## src/rtl/coh_dir_pkg.sv

```systemverilog
// Package: shared types for the coherence directory controller.
// Assumes: nothing beyond IEEE 1800-2017.
package coh_dir_pkg;

    // Sequencer phase: idle, awaiting a write-back, awaiting invalidate acks.
    typedef enum logic [1:0] {
        PH_IDLE = 2'd0,
        PH_WB   = 2'd1,
        PH_INV  = 2'd2
    } dir_phase_e;

endpackage

```

## src/rtl/coh_dir_store.sv

```systemverilog
// Module: directory entry storage, one presence vector and one dirty flag per line.
// One combinational read port and one synchronous write port.
// Assumes: LINES is a power of two; the writer keeps a dirty line to a single holder.
module coh_dir_store #(
    parameter int N_CACHE = 4,
    parameter int LINES   = 16,
    localparam int LW     = $clog2(LINES)
) (
    input  logic               clk,
    input  logic               rst_n,
    input  logic [LW-1:0]      rd_line,
    output logic [N_CACHE-1:0] rd_pres,
    output logic               rd_dirty,
    input  logic               wr_en,
    input  logic [LW-1:0]      wr_line,
    input  logic [N_CACHE-1:0] wr_pres,
    input  logic               wr_dirty
);

    logic [N_CACHE-1:0] pres_q  [LINES];
    logic               dirty_q [LINES];

    // Entry update: clear all on reset, otherwise write one line.
    always_ff @(posedge clk) begin
        if (!rst_n) begin
            for (int i = 0; i < LINES; i++) begin
                pres_q[i]  <= '0;
                dirty_q[i] <= 1'b0;
            end
        end else if (wr_en) begin
            pres_q[wr_line]  <= wr_pres;
            dirty_q[wr_line] <= wr_dirty;
        end
    end

    // Lookup of the addressed entry.
    always_comb begin
        rd_pres  = pres_q[rd_line];
        rd_dirty = dirty_q[rd_line];
    end

    // A dirty line always has exactly one holder.
    for (genvar g = 0; g < LINES; g++) begin : g_chk
        a_r4_dirty_single_owner: assert property (@(posedge clk) disable iff (!rst_n)
            dirty_q[g] |-> ($countones(pres_q[g]) == 1));
    end

endmodule

```

## src/rtl/coh_dir_ack_track.sv

```systemverilog
// Module: outstanding-invalidate tracker.
// Loads the set of caches sent an invalidate and clears bits as acks arrive;
// acks for caches not in the set are dropped.
// Assumes: a new load only happens when nothing is outstanding.
module coh_dir_ack_track #(
    parameter int N_CACHE = 4
) (
    input  logic               clk,
    input  logic               rst_n,
    input  logic               load,
    input  logic [N_CACHE-1:0] load_mask,
    input  logic [N_CACHE-1:0] ack,
    output logic               last_ack
);

    logic [N_CACHE-1:0] pend_q;

    // Pending set: load on issue, shrink on each acknowledgement.
    always_ff @(posedge clk) begin
        if (!rst_n)    pend_q <= '0;
        else if (load) pend_q <= load_mask;
        else           pend_q <= pend_q & ~ack;
    end

    // The remaining pending caches all acknowledge this cycle.
    always_comb last_ack = (pend_q != '0) && ((pend_q & ~ack) == '0);

    // No new invalidate round while one is still open.
    a_r9_no_overlap: assert property (@(posedge clk) disable iff (!rst_n)
        load |-> (pend_q == '0));

    // Acks outside the pending set never add bits.
    a_r4_only_shrinks: assert property (@(posedge clk) disable iff (!rst_n)
        !load |=> ((pend_q & ~$past(pend_q)) == '0));

endmodule

```

## src/rtl/coh_dir_ctrl.sv

```systemverilog
// Module: full-map coherence directory controller (top).
// Accepts read / read-for-ownership requests, issues targeted invalidates or a
// write-back request to the dirty owner, and grants once the caches answer.
// Assumes: one transaction at a time; N_CACHE >= 2; LINES a power of two;
// each cache acks each invalidate once and wb_done follows each wb_valid.
module coh_dir_ctrl
    import coh_dir_pkg::*;
#(
    parameter int N_CACHE = 4,
    parameter int LINES   = 16,
    localparam int IDW    = $clog2(N_CACHE),
    localparam int LW     = $clog2(LINES)
) (
    input  logic               clk,
    input  logic               rst_n,
    input  logic               req_valid,
    output logic               req_ready,
    input  logic               req_rwitm,
    input  logic [IDW-1:0]     req_id,
    input  logic [LW-1:0]      req_line,
    output logic               inv_valid,
    output logic [N_CACHE-1:0] inv_mask,
    input  logic [N_CACHE-1:0] inv_ack,
    output logic               wb_valid,
    output logic [IDW-1:0]     wb_owner,
    input  logic               wb_done,
    output logic [LW-1:0]      msg_line,
    output logic               grant_valid,
    output logic [IDW-1:0]     grant_id,
    output logic [LW-1:0]      grant_line,
    output logic               grant_excl
);

    localparam logic [N_CACHE-1:0] ONE = {{(N_CACHE-1){1'b0}}, 1'b1};

    dir_phase_e         phase_q, phase_d;
    logic [IDW-1:0]     cur_id_q;
    logic [LW-1:0]      cur_line_q;
    logic               cur_excl_q;

    logic [IDW-1:0]     sel_id;
    logic [LW-1:0]      sel_line;
    logic               sel_excl;
    logic [N_CACHE-1:0] sel_bit, rd_pres, others;
    logic               rd_dirty;

    logic               wr_en, wr_dirty;
    logic [N_CACHE-1:0] wr_pres;
    logic               do_grant, do_inv, do_wb, accept, last_ack;
    logic [N_CACHE-1:0] inv_set;

    // Lowest-numbered holder in a presence vector.
    function automatic logic [IDW-1:0] first_holder(input logic [N_CACHE-1:0] v);
        first_holder = '0;
        for (int i = N_CACHE - 1; i >= 0; i--)
            if (v[i]) first_holder = IDW'(i);
    endfunction

    coh_dir_store #(.N_CACHE(N_CACHE), .LINES(LINES)) u_store (
        .clk      (clk),
        .rst_n    (rst_n),
        .rd_line  (sel_line),
        .rd_pres  (rd_pres),
        .rd_dirty (rd_dirty),
        .wr_en    (wr_en),
        .wr_line  (sel_line),
        .wr_pres  (wr_pres),
        .wr_dirty (wr_dirty)
    );

    coh_dir_ack_track #(.N_CACHE(N_CACHE)) u_track (
        .clk       (clk),
        .rst_n     (rst_n),
        .load      (do_inv),
        .load_mask (inv_set),
        .ack       (inv_ack),
        .last_ack  (last_ack)
    );

    // Request source: port while idle, captured request otherwise.
    always_comb begin
        req_ready = (phase_q == PH_IDLE);
        accept    = req_ready && req_valid;
        sel_id    = req_ready ? req_id    : cur_id_q;
        sel_line  = req_ready ? req_line  : cur_line_q;
        sel_excl  = req_ready ? req_rwitm : cur_excl_q;
        sel_bit   = ONE << sel_id;
        others    = rd_pres & ~sel_bit;
    end

    // Decision logic: next phase, entry update and messages to issue.
    always_comb begin
        phase_d  = phase_q;
        wr_en    = 1'b0;
        wr_pres  = rd_pres;
        wr_dirty = rd_dirty;
        do_grant = 1'b0;
        do_inv   = 1'b0;
        do_wb    = 1'b0;
        inv_set  = others;
        unique case (phase_q)
            PH_IDLE: begin
                if (accept) begin
                    if (rd_dirty && rd_pres[sel_id]) begin
                        do_grant = 1'b1;
                    end else if (rd_dirty) begin
                        do_wb   = 1'b1;
                        phase_d = PH_WB;
                    end else if (!sel_excl) begin
                        wr_en    = 1'b1;
                        wr_pres  = rd_pres | sel_bit;
                        wr_dirty = 1'b0;
                        do_grant = 1'b1;
                    end else if (others != '0) begin
                        do_inv  = 1'b1;
                        phase_d = PH_INV;
                    end else begin
                        wr_en    = 1'b1;
                        wr_pres  = sel_bit;
                        wr_dirty = 1'b1;
                        do_grant = 1'b1;
                    end
                end
            end
            PH_WB: begin
                if (wb_done) begin
                    if (!sel_excl) begin
                        wr_en    = 1'b1;
                        wr_pres  = rd_pres | sel_bit;
                        wr_dirty = 1'b0;
                        do_grant = 1'b1;
                        phase_d  = PH_IDLE;
                    end else begin
                        do_inv  = 1'b1;
                        phase_d = PH_INV;
                    end
                end
            end
            PH_INV: begin
                if (last_ack) begin
                    wr_en    = 1'b1;
                    wr_pres  = sel_bit;
                    wr_dirty = 1'b1;
                    do_grant = 1'b1;
                    phase_d  = PH_IDLE;
                end
            end
            default: phase_d = PH_IDLE;
        endcase
    end

    // Sequencer state and captured request.
    always_ff @(posedge clk) begin
        if (!rst_n) begin
            phase_q    <= PH_IDLE;
            cur_id_q   <= '0;
            cur_line_q <= '0;
            cur_excl_q <= 1'b0;
        end else begin
            phase_q <= phase_d;
            if (accept) begin
                cur_id_q   <= req_id;
                cur_line_q <= req_line;
                cur_excl_q <= req_rwitm;
            end
        end
    end

    // Registered message and grant outputs.
    always_ff @(posedge clk) begin
        if (!rst_n) begin
            inv_valid   <= 1'b0;
            inv_mask    <= '0;
            wb_valid    <= 1'b0;
            wb_owner    <= '0;
            msg_line    <= '0;
            grant_valid <= 1'b0;
            grant_id    <= '0;
            grant_line  <= '0;
            grant_excl  <= 1'b0;
        end else begin
            inv_valid   <= do_inv;
            wb_valid    <= do_wb;
            grant_valid <= do_grant;
            if (do_inv) inv_mask <= inv_set;
            if (do_wb)  wb_owner <= first_holder(rd_pres);
            if (do_inv || do_wb) msg_line <= sel_line;
            if (do_grant) begin
                grant_id   <= sel_id;
                grant_line <= sel_line;
                grant_excl <= sel_excl;
            end
        end
    end

    // Invalidates never target the requester and never go out empty.
    a_r3_inv_targets_others: assert property (@(posedge clk) disable iff (!rst_n)
        inv_valid |-> (!inv_mask[cur_id_q] && (inv_mask != '0)));

    // Write-back is requested from a cache other than the requester.
    a_r6_wb_not_requester: assert property (@(posedge clk) disable iff (!rst_n)
        wb_valid |-> (wb_owner != cur_id_q));

    // Leaving idle always coincides with a message going out.
    a_r9_busy_has_message: assert property (@(posedge clk) disable iff (!rst_n)
        $fell(req_ready) |-> (inv_valid || wb_valid));

    // Messages are single-cycle pulses.
    a_r3_inv_pulse: assert property (@(posedge clk) disable iff (!rst_n)
        inv_valid |=> !inv_valid);

    // A grant never coincides with an outstanding message.
    a_r10_grant_alone: assert property (@(posedge clk) disable iff (!rst_n)
        grant_valid |-> !(inv_valid || wb_valid));

endmodule

```

## config.mk

```make
export PLATFORM = sky130hd
export DESIGN_NAME = coh_dir_ctrl
export DESIGN_NICKNAME = d
export VERILOG_FILES = /design/src/rtl/coh_dir_pkg.sv /design/src/rtl/coh_dir_store.sv /design/src/rtl/coh_dir_ack_track.sv /design/src/rtl/coh_dir_ctrl.sv
export SDC_FILE = /design/constraint.sdc
export NUM_CORES = 1
export LEC_CHECK = 0
export CORE_MARGIN = 8
export CORE_UTILIZATION = 35
export DETAILED_ROUTE_END_ITERATION = 8
export PLACE_DENSITY = 0.59
export SLEW_MARGIN = 20
export SYNTH_ARGS = -nofsm -noshare
export SYNTH_HDL_FRONTEND = slang
export SYNTH_SLANG_ARGS = --single-unit
```

## constraint.sdc

```tcl
create_clock -name clk -period 6.62 [get_ports clk]
set_input_delay 0.662 -clock clk [delete_from_list [all_inputs] [get_ports clk]]
set_output_delay 0.662 -clock clk [all_outputs]
set_load 0.01 [all_outputs]
```

# ---- Yosys cells after proc, flatten, opt, wreduce, memory -nomap -nowiden
# Memory sizes are Yosys's and may differ from the RTL's.
# Cells that the tools add are included.
dict set report totals {
  input_bits 15
  mem_bits_rw 80
  register_bits 33
  n_memories 2
}
# memory words width read_ports rd_ports_with_merged_regs write_ports line_no
set mem_list {}
lappend mem_list {u_store.pres_q 16 4 1 0 16 coh_dir_store.sv:20} ;# logic [N_CACHE-1:0] pres_q [LINES];
lappend mem_list {u_store.dirty_q 16 1 1 0 16 coh_dir_store.sv:21} ;# logic dirty_q [LINES];
dict set report op_classes {
  shift 1
  reduce_logical 11
  n_bitwise 5
  n_mux 70
  n_eq_ne 8
  order_cmp 1
}
# operator count
set op_table {}
lappend op_table {{4-bit two-way mux} 13}
lappend op_table {{1-bit two-way mux} 37}
lappend op_table {{2-bit two-way mux} 13}
lappend op_table {{4-bit case mux with 3 select lines} 1}
lappend op_table {{1-bit case mux with 3 select lines} 3}
lappend op_table {{4-bit AND} 2}
lappend op_table {{4-bit NOT} 2}
lappend op_table {{4-bit nonzero test} 2}
lappend op_table {{2-bit inequality test (second input constant)} 3}
lappend op_table {{3-bit by 1-bit inequality test with 1-bit output (second input constant)} 2}
lappend op_table {{2-bit case mux with 3 select lines} 1}
lappend op_table {{6-bit AND reduction} 1}
lappend op_table {{4-bit logical NOT} 1}
lappend op_table {{4-bit bitwise OR} 1}
lappend op_table {{4-bit OR reduction} 1}
lappend op_table {{1-bit by 2-bit left shift with 4-bit output (first input constant)} 1}
lappend op_table {{1-bit logical AND} 3}
lappend op_table {{2-bit by 3-bit less-than comparator with 1-bit output (second input constant)} 1}
lappend op_table {{1-bit binary-select mux with 2-bit select} 1}
lappend op_table {{2-bit by 1-bit equality test with 1-bit output (second input constant)} 1}
lappend op_table {{2-bit equality test (second input constant)} 1}
lappend op_table {{2-bit logical NOT} 1}
lappend op_table {{2-bit by 1-bit inequality test with 1-bit output (second input constant)} 1}
lappend op_table {{1-bit case mux with 2 select lines} 1}
lappend op_table {{2 further kinds} 2}

# ---- Depth between registers and ports, before layout
# Gate-level depths: netlist of the first run.
dict set report depth {
  depth_word 17
  ltp_mapped 15
  mapped_depth_nobuf 10
}

# ---- Hierarchy
# From an unflattened synthesis of the first run, not the netlist that was laid out.
dict set report unflattened {
  hier_cells 523
  area_unflattened_um2 5703.0
}
# module instances seq_area_each_um2 area_each_um2 cells_each
set modules_own_cells {}
lappend modules_own_cells {coh_dir_store 1 2242.2 3841.2 292}
lappend modules_own_cells {coh_dir_ctrl 1 580.6 1680.4 208}
lappend modules_own_cells {coh_dir_ack_track 1 80.1 181.4 23}

# ---- Worst setup path before layout of the first run
# No wires, ideal clock.
dict set report synth_path {
  path_kind {in2reg}
  start {input port req_line[0]}
  end {memory u_store.pres_q[13][0] (enable)}
  arrival_ps 3275
  n_path_buf 3
  path_stages 12
  setup_ps 309
  slack_ps 3037
  required_ps 6311
  path_cell_list {buf_2 > buf_2 > mux2i_1 > nor2_1 > o32ai_1 > nor2_1 > o31ai_1 > o31ai_4 > a32oi_4 > buf_6 > nand3_2 > nand2_1}
}
# item line_no
set synth_lines {}
lappend synth_lines {{start: declaration} coh_dir_ctrl.sv:20} ;# input logic [LW-1:0] req_line,
lappend synth_lines {{end: declaration} coh_dir_store.sv:20}

==> results of run 1 <==
-- path summary, 6_finish.rpt --
path | from | end | depth (start not counted)
worst max register to register | phase_q[0] | u_store.pres_q[3][1] | 10
worst min-delay path | msg_line[2] | msg_line[2] | 2
worst min register to register | msg_line[2] | msg_line[2] | 2
worst max-delay path | phase_q[0] | u_store.pres_q[3][1] | 10
-- flip-flops by register name (all words and copies together), names as in the netlist, 2 cells and up --
| signal | cells |
|---|---|
| cur_id_q | 2 |
| grant_line | 4 |
| u_store.dirty_q | 16 |
| inv_mask | 4 |
| u_store.pres_q | 64 |
| u_track.pend_q | 4 |
| msg_line | 4 |
| phase_q | 2 |
| wb_owner | 2 |
| grant_id | 2 |
| cur_line_q | 4 |
-- metrics by stage --
step           cell area [sq um]  total power [mW]
3_3_place_gp                6900             2.381
6_report                    7473             3.271
4_1_cts                     7467             3.271
2_1_floorplan               6417             1.929
5_1_grt                     7473             3.422
3_5_place_dp                6904             2.393
-- kinds of logic after synthesis --
logic type | synth area share, %
muxes | 21.31
and+or+nand+nor | 18.60
DFF | 45.23
buffers and inverters | 3.977
AOI/OAI and AO/OA | 10.88
-- area by class of cell --
cell class | count | area share (%)
timing repair buffer | 43 | 5.357
tap | 229 | 3.834
clock buffer | 21 | 6.027
clock inverter | 10 | 1.507
multi-input combinational | 487 | 43.71
sequential | 113 | 38.89
inverter | 12 | 0.6697
-- metal layers --
layer / global-route usage, % / vias to the layer above / wire length (microns)
li1: - / 2426 / -
met1: 20.75 / 2526 / 8204
met2: 27.56 / 149 / 8978
met3: 3.794 / 28 / 934
met4: 6.680 / 0 / 411
met5: 0 / - / 0
-- placed cells by master (no fill, tap or decap), types with 2 or more instances in the layout --
cell             count
a211oi_1             5
a21oi_1             14
a21oi_2              2
a22o_1               2
a2bb2oi_2            3
a31oi_1              8
buf_2                2
buf_4                8
bufinv_16            2
clkbuf_1             3
clkbuf_16           17
clkdlybuf4s50_1     33
clkinv_2             4
clkinv_4             2
clkinvlp_4           2
dfxtp_1             48
edfxtp_1            64
inv_1               11
mux2_2               6
mux2i_1            121
mux4_2               2
nand2_1             89
nand3_1              7
nand3_2             13
nor2_1             122
nor2b_1              4
nor3_1              12
nor4_1               4
nor4b_1              2
o21ai_0              8
o221ai_1             2
o22ai_1              8
o311a_1              3
o31ai_1              2
o32ai_1             16
or2_2                3
or4_1                2
-- critical path, cell delays in order, from the launching register on --
cell and delay [ns]:
dfxtp_1 0.61, or2_1 0.71, inv_6 0.27, mux2i_4 0.66
mux2i_1 0.54, mux2_2 0.24, mux4_2 0.30, nand4_1 0.19
o31ai_1 0.59, a2bb2oi_2 0.83, nor2_1 0.11
-- power groups by stage --
stage	sequential (mW)	clock, mW	combinational (mW)
3_3_place_gp	0.924	0	1.46
2_1_floorplan	0.912	0	1.02
6_report	0.916	0.876	1.48
3_5_place_dp	0.928	0	1.46
4_1_cts	0.915	0.886	1.47
5_1_grt	0.927	0.915	1.58
==> impl_results.md, run 1 <==
- Status: completed
- Multi-input logic area: 3267 sq um
- Max_cap viols: 0
- Via Count: 5129
- Worst hold slack: 0.4576 ns
- Count of cell types in the netlist: 58
- Port Buffer Count: 35
- Cell taking the most area after synthesis: edfxtp_1
- Final setup fails: 0
- Worst path required time: 6.74 ns
- Fraction of registers with async set/reset: 0%
- Pre-antenna DRT Iters: 5
- Skew-Pair Late Insertion Delay: 0.42 ns
- Worst slack, placed: 1.286 ns
- Post-synth EDFFs: 64
- First-pass GRT wire length: 29080 microns
- Psw: 1.379 mW
- Seq/Total Area, Yosys: 45.23%
- Via density per instance: 5.605
- Initial antenna violation count: 0
- Dominant synthesized flop cell: edfxtp_1
- Register bit count reported by yosys: 113
- Post-layout worst setup margin: 1.261 ns
- Final hold vios: 0
- Final max-slew violation count: 0
- Width of the die: 151.4 microns
- Clk_skew: 0.007501 ns
- Hold-fix buffers, CTS: 0
- R2R Setup Slk: 1.26 ns
- Slew @ Worst Pin: 1.128 ns
- Final nets: 689
- Vias in the first global route: 5145
- WL/cell: 20.25 microns
- Number of DRC markers in iteration 0: 441
- # diodes: 0
- Fill count: 1711
- Post-synth top area share: 29.95%
- Crit Path Max Fanout: 32
- Unrepaired setup endpoints after global routing: no
- Post-Syn Instances: 649
- Maximum clock frequency: 186.6 MHz
- I/O pin cnt: 36
- Residual DRC: 0
- Part of the power in combinational logic: 45.2%
- Grt total ovfl: 0
- Internal power: 1.892 mW
- Die height: 151.4 microns
- Synth cell count leaders: mux2i_1 (122), nor2_1 (122), nand2_1 (89), edfxtp_1 (64), dfxtp_1 (49)
- Clock Path Buffers: 2
- Syn_nets: 664
- Routed Antenna Nets: 0
- Gpl congestion: 0.8851
- Leakage power: 2.937 nW
- PostCTS Resize Cnt: 0
- Largest net degree at the start of global routing: 36
- Proportion of layout cells with a drive suffix above 1: 11.52%
- P&R area growth vs syn: 16.46%
- Placed insts: 884
- Setup CP Type: flop to flop
- Final WL: 18530 microns
- Num CTS Buffers: 17
- Hold Crit Class: flop to flop
- Synth top area cells: edfxtp_1 (30%), mux2i_1 (19%), dfxtp_1 (15%)
- Maximum VDD drop: 234.6 uV
- Sequential power share: 28.0%
- Clock tree root driver cell: clkbuf_16
- Tcrit/Tclk final: 80.95%
- Register area: 2907 sq um
- Post-DP HPWL: 13170 microns
- Layout Cells excl Fill: 915
- Core footprint: 17960 sq um
- Overall Global Routing Usage: 16.71%
- Max transition margin: 24.80%
- Min cycle time layout: 5.359 ns
- Die Area: 22930 sq um
- Setup repair bufs after CTS: 0
- Clock power frac: 26.8%
- Crit path launch type: flop
- Clk sinks: 113
- Yosys Warn Count: 0
- Core Util, Final: 41.60%
- Worst Setup End Kind: flop
- Net Sw Frac: 42.16%
- Syn Area/Cell: 9.888 sq um
- TritonCTS clock tree: yes
- Setup TNS: 0 ns
- H-tree depth: 4
- Reg clk slew, reported paths: 0.05 ns
- Initial Utilization: 35.72%
- Worst Path Arrival: 5.48 ns
- Power Dens Cells: 437.7 nW/um^2
- Post-Syn Area: 6417 sq um
- Site row count: 49
No activity file was read; power rests on OpenSTA's default activity.
==> run 2, diff against run 1 <==
- clock period: 6.62 -> 5.45 ns (I/O delays scaled with it)
==> run 2 against run 1 <==
  * Die area is the same
  * Worst setup slack got worse by 0.51 ns
  * Sequential power is 19% higher
  * Clock-buffer cell count is 1 lower
  * Wire length shrank 2.9%
  * Worst hold slack gained 0.0016 ns
  * Maximum frequency is 14% higher
  * Via count up 1.0%
  * Register-to-register slack lost 0.51 ns
==> impl_results.md, run 2 (synthesis results as in run 1) <==
- Worst Setup End Kind: flop (unchanged)
- Max_cap viols: 0 (unchanged)
- Setup TNS: 0 ns (unchanged)
- Core Util, Final: 42.23% (was 41.60%)
- Initial Utilization: 35.72% (unchanged)
- Fill count: 1706 (was 1711)
- Post-layout worst setup margin: 0.7534 ns (was 1.261 ns)
- Proportion of layout cells with a drive suffix above 1: 12.25% (was 11.52%)
- Max transition margin: 22.62% (was 24.80%)
- CP dominant cell by count: buf_4
- Die Area: 22930 sq um (unchanged)
- Post-DP HPWL: 12760 microns (was 13170 microns)
- Grt total ovfl: 0 (unchanged)
- Largest net degree at the start of global routing: 37 (was 36)
- Via density per instance: 5.613 (was 5.605)
- Die height: 151.4 microns (unchanged)
- Residual DRC: 0 (unchanged)
- Tcrit/Tclk final: 86.18% (was 80.95%)
- Placed insts: 892 (was 884)
- H-tree depth: 4 (unchanged)
- Initial antenna violation count: 0 (unchanged)
- Most frequent cells in the layout: mux2i_1 (122), nor2_1 (122), nand2_1 (89), edfxtp_1 (64), dfxtp_1 (48) (was nor2_1 (122), mux2i_1 (121), nand2_1 (89), edfxtp_1 (64), dfxtp_1 (48))
- Routed Antenna Nets: 0 (unchanged)
- Num CTS Buffers: 17 (unchanged)
- Worst slack, placed: 0.4735 ns (was 1.286 ns)
- Maximum VDD drop: 270.1 uV (was 234.6 uV)
- Hold Crit Class: flop to flop (unchanged)
- Largest Register: u_store.pres_q (unchanged)
- P&R area growth vs syn: 18.21% (was 16.46%)
- Unrepaired setup endpoints after global routing: no (unchanged)
- Min cycle time layout: 4.697 ns (was 5.359 ns)
- Pre-antenna DRT Iters: 5 (unchanged)
- PostCTS Resize Cnt: 0 (unchanged)
- Leakage power: 3.004 nW (was 2.937 nW)
- Maximum clock frequency: 212.9 MHz (was 186.6 MHz)
- Hold-fix buffers, CTS: 0 (unchanged)
- Reg clk slew, reported paths: 0.05 ns (about the same)
- Number of DRC markers in iteration 0: 456 (was 441)
- Overall Global Routing Usage: 16.28% (was 16.71%)
- Worst Path Arrival: 4.82 ns (was 5.48 ns)
- Clock Path Buffers: 2 (unchanged)
- Final nets: 697 (was 689)
- Setup repair bufs after CTS: 0 (unchanged)
- Vias in the first global route: 5131 (was 5145)
- Via Count: 5181 (was 5129)
- Setup CP Type: flop to flop (unchanged)
- Clk_skew: 0.008205 ns (was 0.007501 ns)
- Clock tree root driver cell: clkbuf_16 (unchanged)
- CP peak stage delay: 0.87 ns (was 0.83 ns)
- Port Buffer Count: 35 (unchanged)
- Final setup fails: 0 (unchanged)
- Final WL: 18000 microns (was 18530 microns)
- Width of the die: 151.4 microns (unchanged)
- Site row count: 49 (unchanged)
- Skew-Pair Late Insertion Delay: 0.42 ns (about the same)
- Core footprint: 17960 sq um (unchanged)
- Critical-path cell list: or2_1, buf_4, a31oi_1, o32ai_1, nor3_1, a211oi_1, o31ai_4, a32oi_4, buf_4, a21oi_2, nor2_1 (was or2_1, inv_6, mux2i_4, mux2i_1, mux2_2, mux4_2, nand4_1, o31ai_1, a2bb2oi_2, nor2_1)
- Power Dens Cells: 531.7 nW/um^2 (was 437.7 nW/um^2)
- Placed Area: 6985 sq um (was 6904 sq um)
- Family with the most delay on the worst path: compound AO/OA/AOI/OAI gates (was multiplexers)
- Final hold vios: 0 (unchanged)
- I/O pin cnt: 36 (unchanged)
- Slowest CP cell: a21oi_2 (was a2bb2oi_2)
- Worst path required time: 5.57 ns (was 6.74 ns)
- Crit Path Max Fanout: 24 (was 32)
- WL/cell: 19.50 microns (was 20.25 microns)
- Slew @ Worst Pin: 1.161 ns (was 1.128 ns)
- Layout Cells excl Fill: 923 (was 915)
- Top Registers: u_store.pres_q x64, u_store.dirty_q x16 (unchanged)
- Clk sinks: 113 (unchanged)
- TritonCTS clock tree: yes (unchanged)
- First-pass GRT wire length: 28200 microns (was 29080 microns)
- Post-route cell area: 7586 sq um (was 7473 sq um)
- Max reg flops: 64 (unchanged)
- Final max-slew violation count: 0 (unchanged)
- Gpl congestion: 0.9185 (was 0.8851)
- # diodes: 0 (unchanged)
- CP bufs+invs: 2 (was 1)
- Status: completed (unchanged)
- Crit path launch type: flop (unchanged)
==> run 2: cell count changes in the layout (fill, tap and decap cells not counted) <==
cell and delta:
buf_4 +6, bufinv_16 +2, o21ai_2 -1, dfxtp_4 -1
mux2i_1 +1, mux2i_2 -1, buf_12 +2, dfxtp_2 +1
clkbuf_8 -1, clkinv_4 -1, o21ai_1 +1
==> run 2: where the power goes <==
part	switching (mW)	total [mW]	internal [mW]
Combinational	1.18	1.81	0.626
Sequential	0.0695	1.09	1.02
Clock	0.380	1.14	0.757
Total	1.63	4.03	2.40
==> run 2: worst paths after layout <==
check              start  slack [ns]  depth (start not counted)                     to
max           phase_q[0]        0.75                         11  u_store.pres_q[10][2]
min reg2reg  msg_line[0]        0.46                          2            msg_line[0]
max reg2reg   phase_q[0]        0.75                         11  u_store.pres_q[10][2]
min          msg_line[0]        0.46                          2            msg_line[0]
==> run 2: area by class of cell <==
| class | count | area (sq um) | area share, % |
|---|---|---|---|
| multi-input combinational | 487 | 3259 | 42.97 |
| inverter | 12 | 50.05 | 0.6597 |
| tap | 229 | 286.5 | 3.777 |
| sequential | 113 | 2904 | 38.28 |
| clock inverter | 11 | 163.9 | 2.161 |
| clock buffer | 20 | 436.7 | 5.756 |
| timing repair buffer | 51 | 485.5 | 6.399 |
==> run 2: layer usage <==
| layer | share of wire [%] | wire length, microns | GRT usage (%) | vias to the layer above |
|---|---|---|---|---|
| met5 | 0 | 0 | 0 | - |
| met4 | 2.6 | 463 | 7.472 | 0 |
| met3 | 5.2 | 941 | 3.436 | 35 |
| met2 | 48 | 8695 | 26.91 | 153 |
| met1 | 44 | 7896 | 19.95 | 2554 |
| li1 | - | - | - | 2439 |
==> run 2: stage by stage <==
| stage | power (mW) | hold slack [ns] |
|---|---|---|
| after floorplan | 2.343 | 0.4378 |
| after global placement | 2.871 | 0.4466 |
| after detailed placement | 2.891 | 0.4552 |
| after CTS | 4.030 | 0.4635 |
| after global routing | 4.235 | 0.4782 |
| final | 4.034 | 0.4593 |
==> run 2: worst reg2reg max path, cell delays in order (launching register included) <==
cell and delay [ns]:
dfxtp_1 0.30, or2_1 0.33, buf_4 0.29, a31oi_1 0.72
o32ai_1 0.29, nor3_1 0.36, a211oi_1 0.14, o31ai_4 0.31
a32oi_4 0.35, buf_4 0.31, a21oi_2 0.87, nor2_1 0.12
==> run 3, diff against run 2 <==
- clock period: 5.45 -> 6.05 ns (I/O delays scaled with it)
==> run 3 against run 2 <==
  * Worst setup slack improved by 0.13 ns
  * Design area is 0.69% lower
  * Total power is 10% lower
  * Global-route usage down 0.26 points
  * Clock power decreased by 9%
  * Critical path depth down 2
  * Non-clock buffer count decreased by 9
  * Core utilization down 0.29 points
  * Maximum frequency fell by 9.1%
  * Clock skew increased by 0.0087 ns
  * Via count shrank 1.1%
==> impl_results.md, run 3 (synthesis results as in run 1) <==
- Status: completed (unchanged)
- TritonCTS clock tree: yes (unchanged)
- Core footprint: 17960 sq um (unchanged)
- Leakage power: 2.977 nW (was 3.004 nW)
- PostCTS Resize Cnt: 0 (unchanged)
- Routed Antenna Nets: 0 (unchanged)
- Final nets: 688 (was 697)
- # diodes: 0 (unchanged)
- Maximum VDD drop: 284.2 uV (was 270.1 uV)
- Reg clk slew, reported paths: 0.05 ns (about the same)
- Setup CP Type: flop to flop (unchanged)
- Critical-path cell list: or2_1, a31oi_1, o32ai_1, nor4_1, a311oi_1, nand4b_1, a32oi_4, nand3_1, nand2_1 (was or2_1, buf_4, a31oi_1, o32ai_1, nor3_1, a211oi_1, o31ai_4, a32oi_4, buf_4, a21oi_2, nor2_1)
- Hold-fix buffers, CTS: 0 (unchanged)
- Top Registers: u_store.pres_q x64, u_store.dirty_q x16 (unchanged)
- Placed insts: 883 (was 892)
- Grt total ovfl: 0 (unchanged)
- WL/cell: 19.87 microns (was 19.50 microns)
- Clock Path Buffers: 2 (unchanged)
- Via density per instance: 5.599 (was 5.613)
- R2R Setup Slk: 0.88 ns (was 0.75 ns)
- Clk_skew: 0.01690 ns (was 0.008205 ns)
- Proportion of layout cells with a drive suffix above 1: 11.52% (was 12.25%)
- Power Dens Cells: 480.1 nW/um^2 (was 531.7 nW/um^2)
- Most frequent cells in the layout: mux2i_1 (122), nor2_1 (122), nand2_1 (89), edfxtp_1 (64), dfxtp_1 (48) (unchanged)
- Cell count of the worst hold path: 2 (unchanged)
- Gpl congestion: 0.8587 (was 0.9185)
- Site row count: 49 (unchanged)
- Layout Cells excl Fill: 915 (was 923)
- Crit path launch type: flop (unchanged)
- Max_cap viols: 0 (unchanged)
- Overall Global Routing Usage: 16.02% (was 16.28%)
- Setup repair bufs after CTS: 0 (unchanged)
- Worst Path Arrival: 5.27 ns (was 4.82 ns)
- Final hold vios: 0 (unchanged)
- Tcrit/Tclk final: 85.38% (was 86.18%)
- Vias in the first global route: 5017 (was 5131)
- Final setup fails: 0 (unchanged)
- Initial antenna violation count: 0 (unchanged)
- Clock tree root driver cell: clkbuf_16 (unchanged)
- Max reg flops: 64 (unchanged)
- Min cycle time layout: 5.166 ns (was 4.697 ns)
- Die Area: 22930 sq um (unchanged)
- Num CTS Buffers: 17 (unchanged)
- Reg2reg path depth: 9 (was 11)
- Slowest CP cell: a32oi_4 (was a21oi_2)
- Worst Setup End Kind: flop (unchanged)
- First-pass GRT wire length: 28000 microns (was 28200 microns)
- Unrepaired setup endpoints after global routing: no (unchanged)
- Via Count: 5123 (was 5181)
- I/O pin cnt: 36 (unchanged)
- Max transition margin: 26.22% (was 22.62%)
- Crit Path Max Fanout: 21 (was 24)
- Critical R2R Launch: phase_q[0] (unchanged)
- H-tree depth: 4 (unchanged)
- Largest net degree at the start of global routing: 53 (was 37)
- Largest Register: u_store.pres_q (unchanged)
- Residual DRC: 0 (unchanged)
- CP peak stage delay: 0.85 ns (was 0.87 ns)
- Min-Delay Startpoint: msg_line[2] (was msg_line[0])
- P&R area growth vs syn: 17.39% (was 18.21%)
- Clk sinks: 113 (unchanged)
- Number of DRC markers in iteration 0: 421 (was 456)
- Worst path required time: 6.15 ns (was 5.57 ns)
- Initial Utilization: 35.72% (unchanged)
- Setup TNS: 0 ns (unchanged)
- Width of the die: 151.4 microns (unchanged)
- Post-DP HPWL: 12650 microns (was 12760 microns)
- Final max-slew violation count: 0 (unchanged)
- Slew @ Worst Pin: 1.102 ns (was 1.161 ns)
- Final WL: 18190 microns (was 18000 microns)
- Pre-antenna DRT Iters: 5 (unchanged)
- Hold EP: msg_line[2] (was msg_line[0])
- Die height: 151.4 microns (unchanged)
- Hold Crit Class: flop to flop (unchanged)
- FF-to-FF End: u_store.pres_q[12][0] (was u_store.pres_q[10][2])
- Port Buffer Count: 35 (unchanged)
- Skew-Pair Late Insertion Delay: 0.42 ns (about the same)
- Maximum clock frequency: 193.6 MHz (was 212.9 MHz)
- Core Util, Final: 41.94% (was 42.23%)
==> run 3: cell count changes in the layout (fill, tap and decap cells not counted), sizes merged <==
cell	previous run	this run
clkinv	5	6
clkinvlp	2	0
clkbuf	20	24
bufinv	4	2
buf	18	9
==> run 3: final cells by class <==
cell class | instances | area, sq um
Inverter | 12 | 50.05
Clock buffer | 24 | 524.3
Timing Repair Buffer | 42 | 395.4
Clock inverter | 8 | 97.59
Sequential cell | 113 | 2904
Multi-Input combinational cell | 487 | 3276
Tap cell | 229 | 286.5
Fill cell | 1692 | 10430
==> run 3: per-layer routing <==
| layer | wire (microns) | global-route usage, % | share of wire (%) | vias up |
|---|---|---|---|---|
| li1 | - | - | - | 2416 |
| met1 | 8019 | 20.27 | 44 | 2508 |
| met2 | 8950 | 26.38 | 49 | 163 |
| met3 | 832 | 2.599 | 4.6 | 36 |
| met4 | 382 | 7.175 | 2.1 | 0 |
| met5 | 0 | 0 | 0 | - |
==> run 3: worst max path at each step <==
stage	startpoint	endpoint	slack (ns)
floorplan	req_line[0]	u_store.pres_q[13][0]	2.52
global placement	req_line[1]	u_store.pres_q[12][2]	0.67
detailed placement	req_line[1]	u_store.pres_q[12][1]	0.61
CTS	phase_q[0]	u_store.pres_q[12][3]	0.99
global route	phase_q[0]	u_store.pres_q[9][1]	0.63
finish	phase_q[0]	u_store.pres_q[12][0]	0.88
==> run 3: worst max-delay path, delay by kind of cell (launching register included) <==
kind / cells / cell delay [ns]
compound gates: 4 / 2.52
flops: 1 / 0.59
simple gates: 5 / 1.73
==> run 3: through the flow <==
| stage | cell area (sq um) | total power [mW] | worst slack [ns] | hold slack, ns |
|---|---|---|---|---|
| 3_5_place_dp | 6893 | 2.567 | 0.6094 | 0.4534 |
| 6_report | 7533 | 3.617 | 0.8845 | 0.4599 |
| 2_1_floorplan | 6417 | 2.110 | 2.524 | 0.4378 |
| 3_3_place_gp | 6893 | 2.545 | 0.6737 | 0.4466 |
| 5_1_grt | 7533 | 3.780 | 0.6310 | 0.4831 |
| 4_1_cts | 7515 | 3.603 | 0.9888 | 0.4641 |
==> run 3: power breakdown <==
part / internal [mW] / switching, mW / leakage [nW]
Combinational: 0.537 / 1.04 / 1.61
Clock: 0.686 / 0.351 / 0.310
Sequential: 0.918 / 0.0810 / 1.06
Total: 2.14 / 1.48 / 2.98
